==> config.mk <==
export PLATFORM = sky130hd
export DESIGN_NAME = i2cSlvRx
export DESIGN_NICKNAME = d
export VERILOG_FILES = /design/src/rtl/i2cSlvRxPkg.sv /design/src/rtl/i2cSlvRxPath.sv /design/src/rtl/i2cSlvRxCtl.sv /design/src/rtl/i2cSlvRx.sv
export SDC_FILE = /design/constraint.sdc
export NUM_CORES = 1
export LEC_CHECK = 0
export ABC_AREA = 0
export BUFFER_PORTS_ARGS = -buffer_cell sky130_fd_sc_hd__buf_4
export CORE_MARGIN = 4
export CORE_UTILIZATION = 50
export CTS_CLUSTER_DIAMETER = 200
export DETAILED_ROUTE_END_ITERATION = 6
export GPL_TIMING_DRIVEN = 0
export PLACE_DENSITY = 0.71
export SLEW_MARGIN = 5
export SYNTH_ARGS = -nofsm -noshare
export SYNTH_HDL_FRONTEND = slang
export SYNTH_SLANG_ARGS = --single-unit
export TNS_END_PERCENT = 1
==> constraint.sdc <==
create_clock -name clk -period 1.9 [get_ports clk]
set_input_delay 0.38 -clock clk [delete_from_list [all_inputs] [get_ports clk]]
set_output_delay 0.38 -clock clk [all_outputs]
set_load 0.01 [all_outputs]
==> src/rtl/i2cSlvRxPkg.sv <==
`timescale 1ns/1ps
package i2cSlvRxPkg;

  typedef enum logic [2:0] {
    S_IDLE,
    S_ADDR,
    S_AACK,
    S_DATA,
    S_DACK
  } rxState_e;

  // strobes from control to datapath, valid for one clock
  typedef struct packed {
    logic       shiftEn;
    logic       latchData;
    logic       post;
    logic       stretch;
    logic [7:0] code;
  } rxStrobe_t;

  localparam logic [7:0] ST_OWN_ACK   = 8'h60;
  localparam logic [7:0] ST_LOST_OWN  = 8'h68;
  localparam logic [7:0] ST_GC_ACK    = 8'h70;
  localparam logic [7:0] ST_LOST_GC   = 8'h78;
  localparam logic [7:0] ST_DATA_ACK  = 8'h80;
  localparam logic [7:0] ST_DATA_NACK = 8'h88;
  localparam logic [7:0] ST_GCD_ACK   = 8'h90;
  localparam logic [7:0] ST_GCD_NACK  = 8'h98;
  localparam logic [7:0] ST_STOP      = 8'hA0;
  localparam logic [7:0] ST_NONE      = 8'hF8;

endpackage

==> src/rtl/i2cSlvRxPath.sv <==
`timescale 1ns/1ps
module i2cSlvRxPath
  import i2cSlvRxPkg::*;
#(
  parameter int ADDR_W      = 7,
  parameter int SYNC_STAGES = 2
) (
  input  logic            clk,
  input  logic            rstN,
  input  logic            sclIn,
  input  logic            sdaIn,
  input  rxStrobe_t       stb,
  input  logic            flagClr,
  output logic            sclRise,
  output logic            sclFall,
  output logic            startEv,
  output logic            stopEv,
  output logic [ADDR_W:0] shiftData,
  output logic [ADDR_W:0] rxData,
  output logic [7:0]      statusCode,
  output logic            irqFlag,
  output logic            sclHold
);

  logic [SYNC_STAGES-1:0] sclSync, sdaSync;
  logic sclS, sdaS, sclPrev, sdaPrev;

  always_ff @(posedge clk or negedge rstN) begin
    if (!rstN) begin
      sclSync <= '1;
      sdaSync <= '1;
    end else begin
      sclSync[0] <= sclIn;
      sdaSync[0] <= sdaIn;
      for (int i = 1; i < SYNC_STAGES; i++) begin
        sclSync[i] <= sclSync[i-1];
        sdaSync[i] <= sdaSync[i-1];
      end
    end
  end

  assign sclS = sclSync[SYNC_STAGES-1];
  assign sdaS = sdaSync[SYNC_STAGES-1];

  always_ff @(posedge clk or negedge rstN) begin
    if (!rstN) begin
      sclPrev <= 1'b1;
      sdaPrev <= 1'b1;
    end else begin
      sclPrev <= sclS;
      sdaPrev <= sdaS;
    end
  end

  assign sclRise = sclS & ~sclPrev;
  assign sclFall = ~sclS & sclPrev;
  assign startEv = sclS & sclPrev & sdaPrev & ~sdaS;
  assign stopEv  = sclS & sclPrev & ~sdaPrev & sdaS;

  always_ff @(posedge clk or negedge rstN) begin
    if (!rstN) begin
      shiftData <= '0;
      rxData    <= '0;
    end else begin
      if (stb.shiftEn)   shiftData <= {shiftData[ADDR_W-1:0], sdaS};
      if (stb.latchData) rxData    <= shiftData;
    end
  end

  // a post in the same clock as a clear wins
  always_ff @(posedge clk or negedge rstN) begin
    if (!rstN) begin
      irqFlag    <= 1'b0;
      sclHold    <= 1'b0;
      statusCode <= ST_NONE;
    end else if (stb.post) begin
      irqFlag    <= 1'b1;
      sclHold    <= stb.stretch;
      statusCode <= stb.code;
    end else if (flagClr) begin
      irqFlag <= 1'b0;
      sclHold <= 1'b0;
    end
  end

  p_post_sets_flag_r11: assert property (@(posedge clk) disable iff (!rstN)
    stb.post |=> (irqFlag && statusCode == $past(stb.code)));

  p_clear_drops_flag_r2: assert property (@(posedge clk) disable iff (!rstN)
    (flagClr && !stb.post) |=> (!irqFlag && !sclHold));

  p_hold_needs_flag_r2: assert property (@(posedge clk) disable iff (!rstN)
    sclHold |-> irqFlag);

endmodule

==> src/rtl/i2cSlvRxCtl.sv <==
`timescale 1ns/1ps
module i2cSlvRxCtl
  import i2cSlvRxPkg::*;
#(
  parameter int ADDR_W = 7
) (
  input  logic              clk,
  input  logic              rstN,
  input  logic              enable,
  input  logic              ackEn,
  input  logic              gcEnable,
  input  logic [ADDR_W-1:0] ownAddr,
  input  logic              lostArb,
  input  logic              sclRise,
  input  logic              sclFall,
  input  logic              startEv,
  input  logic              stopEv,
  input  logic [ADDR_W:0]   shiftData,
  output rxStrobe_t         stb,
  output logic              sdaPull
);

  localparam int CNT_W = $clog2(ADDR_W + 2);
  localparam logic [CNT_W-1:0] LAST_BIT = CNT_W'(ADDR_W + 1);

  rxState_e         state, stateN;
  logic [CNT_W-1:0] bitCnt, cntN;
  logic gcMode, gcN, lostMode, lostN, addressed, addrdN, ackDec, ackDN, pullN;
  logic isGc, hitOwn, hitGc, accept;

  assign isGc   = (shiftData[ADDR_W:1] == '0);
  assign hitOwn = !isGc && (shiftData[ADDR_W:1] == ownAddr);
  assign hitGc  = isGc && gcEnable;
  assign accept = (hitOwn || hitGc) && !shiftData[0] && ackEn;

  always_comb begin
    stateN = state;
    cntN   = bitCnt;
    gcN    = gcMode;
    lostN  = lostMode;
    addrdN = addressed;
    ackDN  = ackDec;
    pullN  = sdaPull;
    stb    = '0;
    if (!enable) begin
      stateN = S_IDLE;
      addrdN = 1'b0;
      pullN  = 1'b0;
    end else if (startEv || stopEv) begin
      if (addressed) begin
        stb.post = 1'b1;
        stb.code = ST_STOP;
      end
      addrdN = 1'b0;
      pullN  = 1'b0;
      cntN   = '0;
      stateN = startEv ? S_ADDR : S_IDLE;
    end else begin
      case (state)
        S_ADDR, S_DATA: begin
          if (sclRise && bitCnt != LAST_BIT) begin
            stb.shiftEn = 1'b1;
            cntN = bitCnt + 1'b1;
          end else if (sclFall && bitCnt == LAST_BIT) begin
            if (state == S_ADDR) begin
              if (accept) begin
                stateN = S_AACK;
                pullN  = 1'b1;
                gcN    = isGc;
                lostN  = lostArb;
              end else begin
                stateN = S_IDLE;
              end
            end else begin
              stateN = S_DACK;
              pullN  = ackEn;
              ackDN  = ackEn;
            end
          end
        end
        S_AACK: if (sclFall) begin
          pullN       = 1'b0;
          stateN      = S_DATA;
          cntN        = '0;
          addrdN      = 1'b1;
          stb.post    = 1'b1;
          stb.stretch = 1'b1;
          stb.code    = gcMode ? (lostMode ? ST_LOST_GC : ST_GC_ACK)
                               : (lostMode ? ST_LOST_OWN : ST_OWN_ACK);
        end
        S_DACK: if (sclFall) begin
          pullN         = 1'b0;
          cntN          = '0;
          stb.post      = 1'b1;
          stb.stretch   = 1'b1;
          stb.latchData = 1'b1;
          stb.code      = gcMode ? (ackDec ? ST_GCD_ACK : ST_GCD_NACK)
                                 : (ackDec ? ST_DATA_ACK : ST_DATA_NACK);
          if (ackDec) begin
            stateN = S_DATA;
          end else begin
            stateN = S_IDLE;
            addrdN = 1'b0;
          end
        end
        default: ;
      endcase
    end
  end

  always_ff @(posedge clk or negedge rstN) begin
    if (!rstN) begin
      state     <= S_IDLE;
      bitCnt    <= '0;
      gcMode    <= 1'b0;
      lostMode  <= 1'b0;
      addressed <= 1'b0;
      ackDec    <= 1'b0;
      sdaPull   <= 1'b0;
    end else begin
      state     <= stateN;
      bitCnt    <= cntN;
      gcMode    <= gcN;
      lostMode  <= lostN;
      addressed <= addrdN;
      ackDec    <= ackDN;
      sdaPull   <= pullN;
    end
  end

  p_quiet_when_off_r6: assert property (@(posedge clk) disable iff (!rstN)
    !enable |=> (!sdaPull && state == S_IDLE));

  p_ack_only_write_r4: assert property (@(posedge clk) disable iff (!rstN)
    (state == S_AACK) |-> !shiftData[0]);

  p_ack_needs_enable_r5: assert property (@(posedge clk) disable iff (!rstN)
    (state == S_AACK && $past(state) == S_ADDR) |-> $past(ackEn));

endmodule

==> src/rtl/i2cSlvRx.sv <==
`timescale 1ns/1ps
module i2cSlvRx
  import i2cSlvRxPkg::*;
#(
  parameter int ADDR_W      = 7,
  parameter int SYNC_STAGES = 2
) (
  input  logic              clk,
  input  logic              rstN,
  input  logic              sclIn,
  input  logic              sdaIn,
  output logic              sclHold,
  output logic              sdaPull,
  input  logic              enable,
  input  logic              ackEn,
  input  logic              gcEnable,
  input  logic [ADDR_W-1:0] ownAddr,
  input  logic              lostArb,
  input  logic              flagClr,
  output logic              irqFlag,
  output logic [7:0]        statusCode,
  output logic [ADDR_W:0]   rxData
);

  rxStrobe_t       stb;
  logic            sclRise, sclFall, startEv, stopEv;
  logic [ADDR_W:0] shiftData;

  i2cSlvRxPath #(.ADDR_W(ADDR_W), .SYNC_STAGES(SYNC_STAGES)) uPath (
    .clk(clk), .rstN(rstN), .sclIn(sclIn), .sdaIn(sdaIn), .stb(stb),
    .flagClr(flagClr), .sclRise(sclRise), .sclFall(sclFall),
    .startEv(startEv), .stopEv(stopEv), .shiftData(shiftData),
    .rxData(rxData), .statusCode(statusCode), .irqFlag(irqFlag),
    .sclHold(sclHold)
  );

  i2cSlvRxCtl #(.ADDR_W(ADDR_W)) uCtl (
    .clk(clk), .rstN(rstN), .enable(enable), .ackEn(ackEn),
    .gcEnable(gcEnable), .ownAddr(ownAddr), .lostArb(lostArb),
    .sclRise(sclRise), .sclFall(sclFall), .startEv(startEv),
    .stopEv(stopEv), .shiftData(shiftData), .stb(stb), .sdaPull(sdaPull)
  );

endmodule

==> out/metrics.yaml <==
outcome: "finished, violations left"
violations: "setup timing"
synthArstFlopShare_pct: 100
avgSynthCellArea_sq_um: 11.4
final_layout_size_suffix_gt1_share_pct: 39.1
ys.warnings.count: 0
final_util_pct: 64.8
post_dp_cell_area_sq_mm: 0.00233
grt_start_max_net_pins: 42
routed_wl_um: 4070
worstPathArrival_ns: 2.19
clockBufferDepth: 2
pre_cts_slack_ns: -0.236
cp_max_fo: 5
cp_slowest_cell: "or4_4"
globalplace.congestion: 0.839
start_util_pct: 53.4
yosysTopAreaCell: "dfrtp_1"
synthTopCellsByArea: "dfrtp_1, dfstp_2, mux2_2"
fin_tns_setup_ns: -0.117
setup_ws_ns: -0.117
fin_skew_ns: 0.00339
drtIter0Drc: 99
dieArea_sq_mm: 0.00514
rsz0062_at_grt: "yes"
drt_first_pass_iters: 4
slew_viol_final: 0
viasPerCell: 5.69
critical_path_class: "flip-flop to flip-flop"
worstPathRequired_ns: 2.08
io_pins: 35
synth-edff-count: 0
die_x_um: 71.7
wl_per_cell_um: 15.2
worstMarginPinSlew_ns: 0.494
power_density_mw_per_mm2: 647
grt_pass1_wl_um: 6960
yosysSeqAreaShare_pct: 51.2
cts.sinks: 41
max-cap-violations: 0
io_buffers: 31
finalHoldViolCount: 0
insertion_delay_ns: 0.29
synth_cell_types: 49
layout_min_cycle_time_ns: 2.02
clockRootBuffer: "clkbuf_8"
design_area_sq_mm: 0.00246
hp-class: "input pin to asynchronous set/reset pin"
h-tree-depth: 2
worstSetupStartpointType: "flip-flop"
placed_cells: 259
grt_overflow: 0
grt_pass1_vias: 1521
peakVddDrop_mv: 0.426
area_growth_pct: 21.3
core-area_sq_mm: 0.00380
ys_ff_latch: 41
drc: 0
core.rowCount: 22
ant_nets: 0
p_leak_nw: 1.19
endpoint_kind: "flip-flop"
grt_use_total_pct: 17.3
netlist_area_sq_mm: 0.00203
cts_inserted_buffers: 5
hpwl_um: 2950
fp.dieH_um: 71.7
final_cells: 268
slew_headroom_pct: 66.8
period_share_pct: 106
setup_viol: 1
vias: 1524
synthFlopType: "dfrtp_1"
hold_slack_ns: 0.0612
cp_cell_sequence: "or4_4 > nor4_4 > nand2_1 > a21oi_2 > mux2_4"
fmax_mhz: 496
p_total_mw: 1.59
slowest_delay_ns: 0.57
clk_pin_slew_ns: 0.07
yosysTopAreaCellShare_pct: 37.0
n_antenna_cell: 0
nNetsFinal: 237
synthCells: 178
cts_tree: "built"
antenna_found_initial: 0
[registers in the layout, summed over array words and instances (netlist names)]
signal,cells
uPath.shiftData,8
uPath.sclSync,2
uCtl.addressed,1
uCtl.gcMode,1
uPath.statusCode,5
uPath.sclHold,1
uCtl.bitCnt,4
uPath.rxData,8
uCtl.sdaPull,1
uPath.irqFlag,1
uPath.sclPrev,1
uCtl.lostMode,1
uPath.sdaSync,2
uCtl.ackDec,1
uPath.sdaPrev,1
uCtl.state,3
[cells in the mapped netlist, types with 2 or more instances]
master / number
buf_4: 4
clkbuf_1: 3
a21oi_1: 6
dfrtp_1: 30
a21o_1: 4
o31ai_1: 2
o21ai_0: 11
nor3b_1: 2
mux2_2: 18
a31o_2: 2
nand3_1: 2
a32o_1: 4
ha_1: 2
nand2b_1: 3
nand4b_1: 2
xor2_1: 8
nor3_1: 7
nor2b_1: 4
nand2_1: 8
dfstp_2: 11
nor2_1: 7
inv_1: 10
nor4_1: 2
[where the power goes]
| group | internal [mW] | total (mW) | switching [mW] |
|---|---|---|---|
| Clock | 0.296 | 0.571 | 0.275 |
| Sequential | 0.894 | 0.907 | 0.0136 |
| Combinational | 0.0519 | 0.114 | 0.0620 |
[final cells by class]
class,instances,area [sq um]
clock buffer,8,90.1
inverter,10,37.5
tap,48,60.1
fill,300,1340
multi-input combinational,121,942
sequential,41,1040
buffer,8,52.6
timing repair buffer,32,240
[layout by cell type (no fill, tap or decap), types with 3 or more instances in the layout]
master / count
a21oi_1: 6
xor2_1: 8
a32o_1: 4
nor2_1: 7
nand2_1: 8
conb_1: 3
mux2_2: 18
clkbuf_1: 5
buf_4: 36
clkbuf_8: 6
inv_1: 10
dfstp_2: 11
dfrtp_1: 30
o21ai_0: 11
a21o_1: 4
nor3_1: 5
nor2b_1: 4
[path summary, 6_finish.rpt]
path / to / slack, ns / startpoint / cells after the start
max in group asynchronous: uPath.sclSync[0]$_DFF_PN1_ / 1.48 / rstN / 1
min in group clk: uPath.sclSync[0]$_DFF_PN1_ / 0.19 / sclIn / 1
max: uCtl.lostMode$_DFFE_PN0P_ / -0.12 / uPath.shiftData[3]$_DFFE_PN0P_ / 5
max reg2reg: uCtl.lostMode$_DFFE_PN0P_ / -0.12 / uPath.shiftData[3]$_DFFE_PN0P_ / 5
min reg2reg: uPath.sclSync[1]$_DFF_PN1_ / 0.36 / uPath.sclSync[0]$_DFF_PN1_ / 0
min: uCtl.addressed$_DFFE_PN0P_ / 0.06 / rstN / 1
[timing repair]
item,4_1_cts,5_1_grt
hold buffers,0,0
buffers inserted,0,1
gates resized for setup,4,3
pin swaps,1,2
endpoints found under the setup margin,27,25
[critical path, delay by kind of cell (launching register included)]
kind,cells,cell delay [ns]
simple gates,3,0.98
mux,1,0.31
compound gates,1,0.19
flops,1,0.43
[logic make-up (layout without fill, tap and decap cells)]
| kind of cell | after synthesis | in the layout | synth area share (%) |
|---|---|---|---|
| flops | 41 | 41 | 51.2 |
| simple gates | 47 | 47 | 14.6 |
| fa+ha+maj | 2 | 2 | 1.23 |
| other cells | 1 | 3 | 0.185 |
| xor+xnor | 9 | 9 | 3.88 |
| compound gates | 41 | 41 | 14.0 |
| mux | 19 | 19 | 10.7 |
| buf+inv | 18 | 58 | 4.13 |
[metal layers]
metal | wire length, um | global-route usage, % | vias up
li1 | - | - | 721
met1 | 1750 | 21.8 | 738
met2 | 1940 | 27.7 | 57
met3 | 302 | 5.19 | 8
met4 | 78 | 7.10 | 0
met5 | 0 | 0 | -
Power figures use the tool's default switching activity.
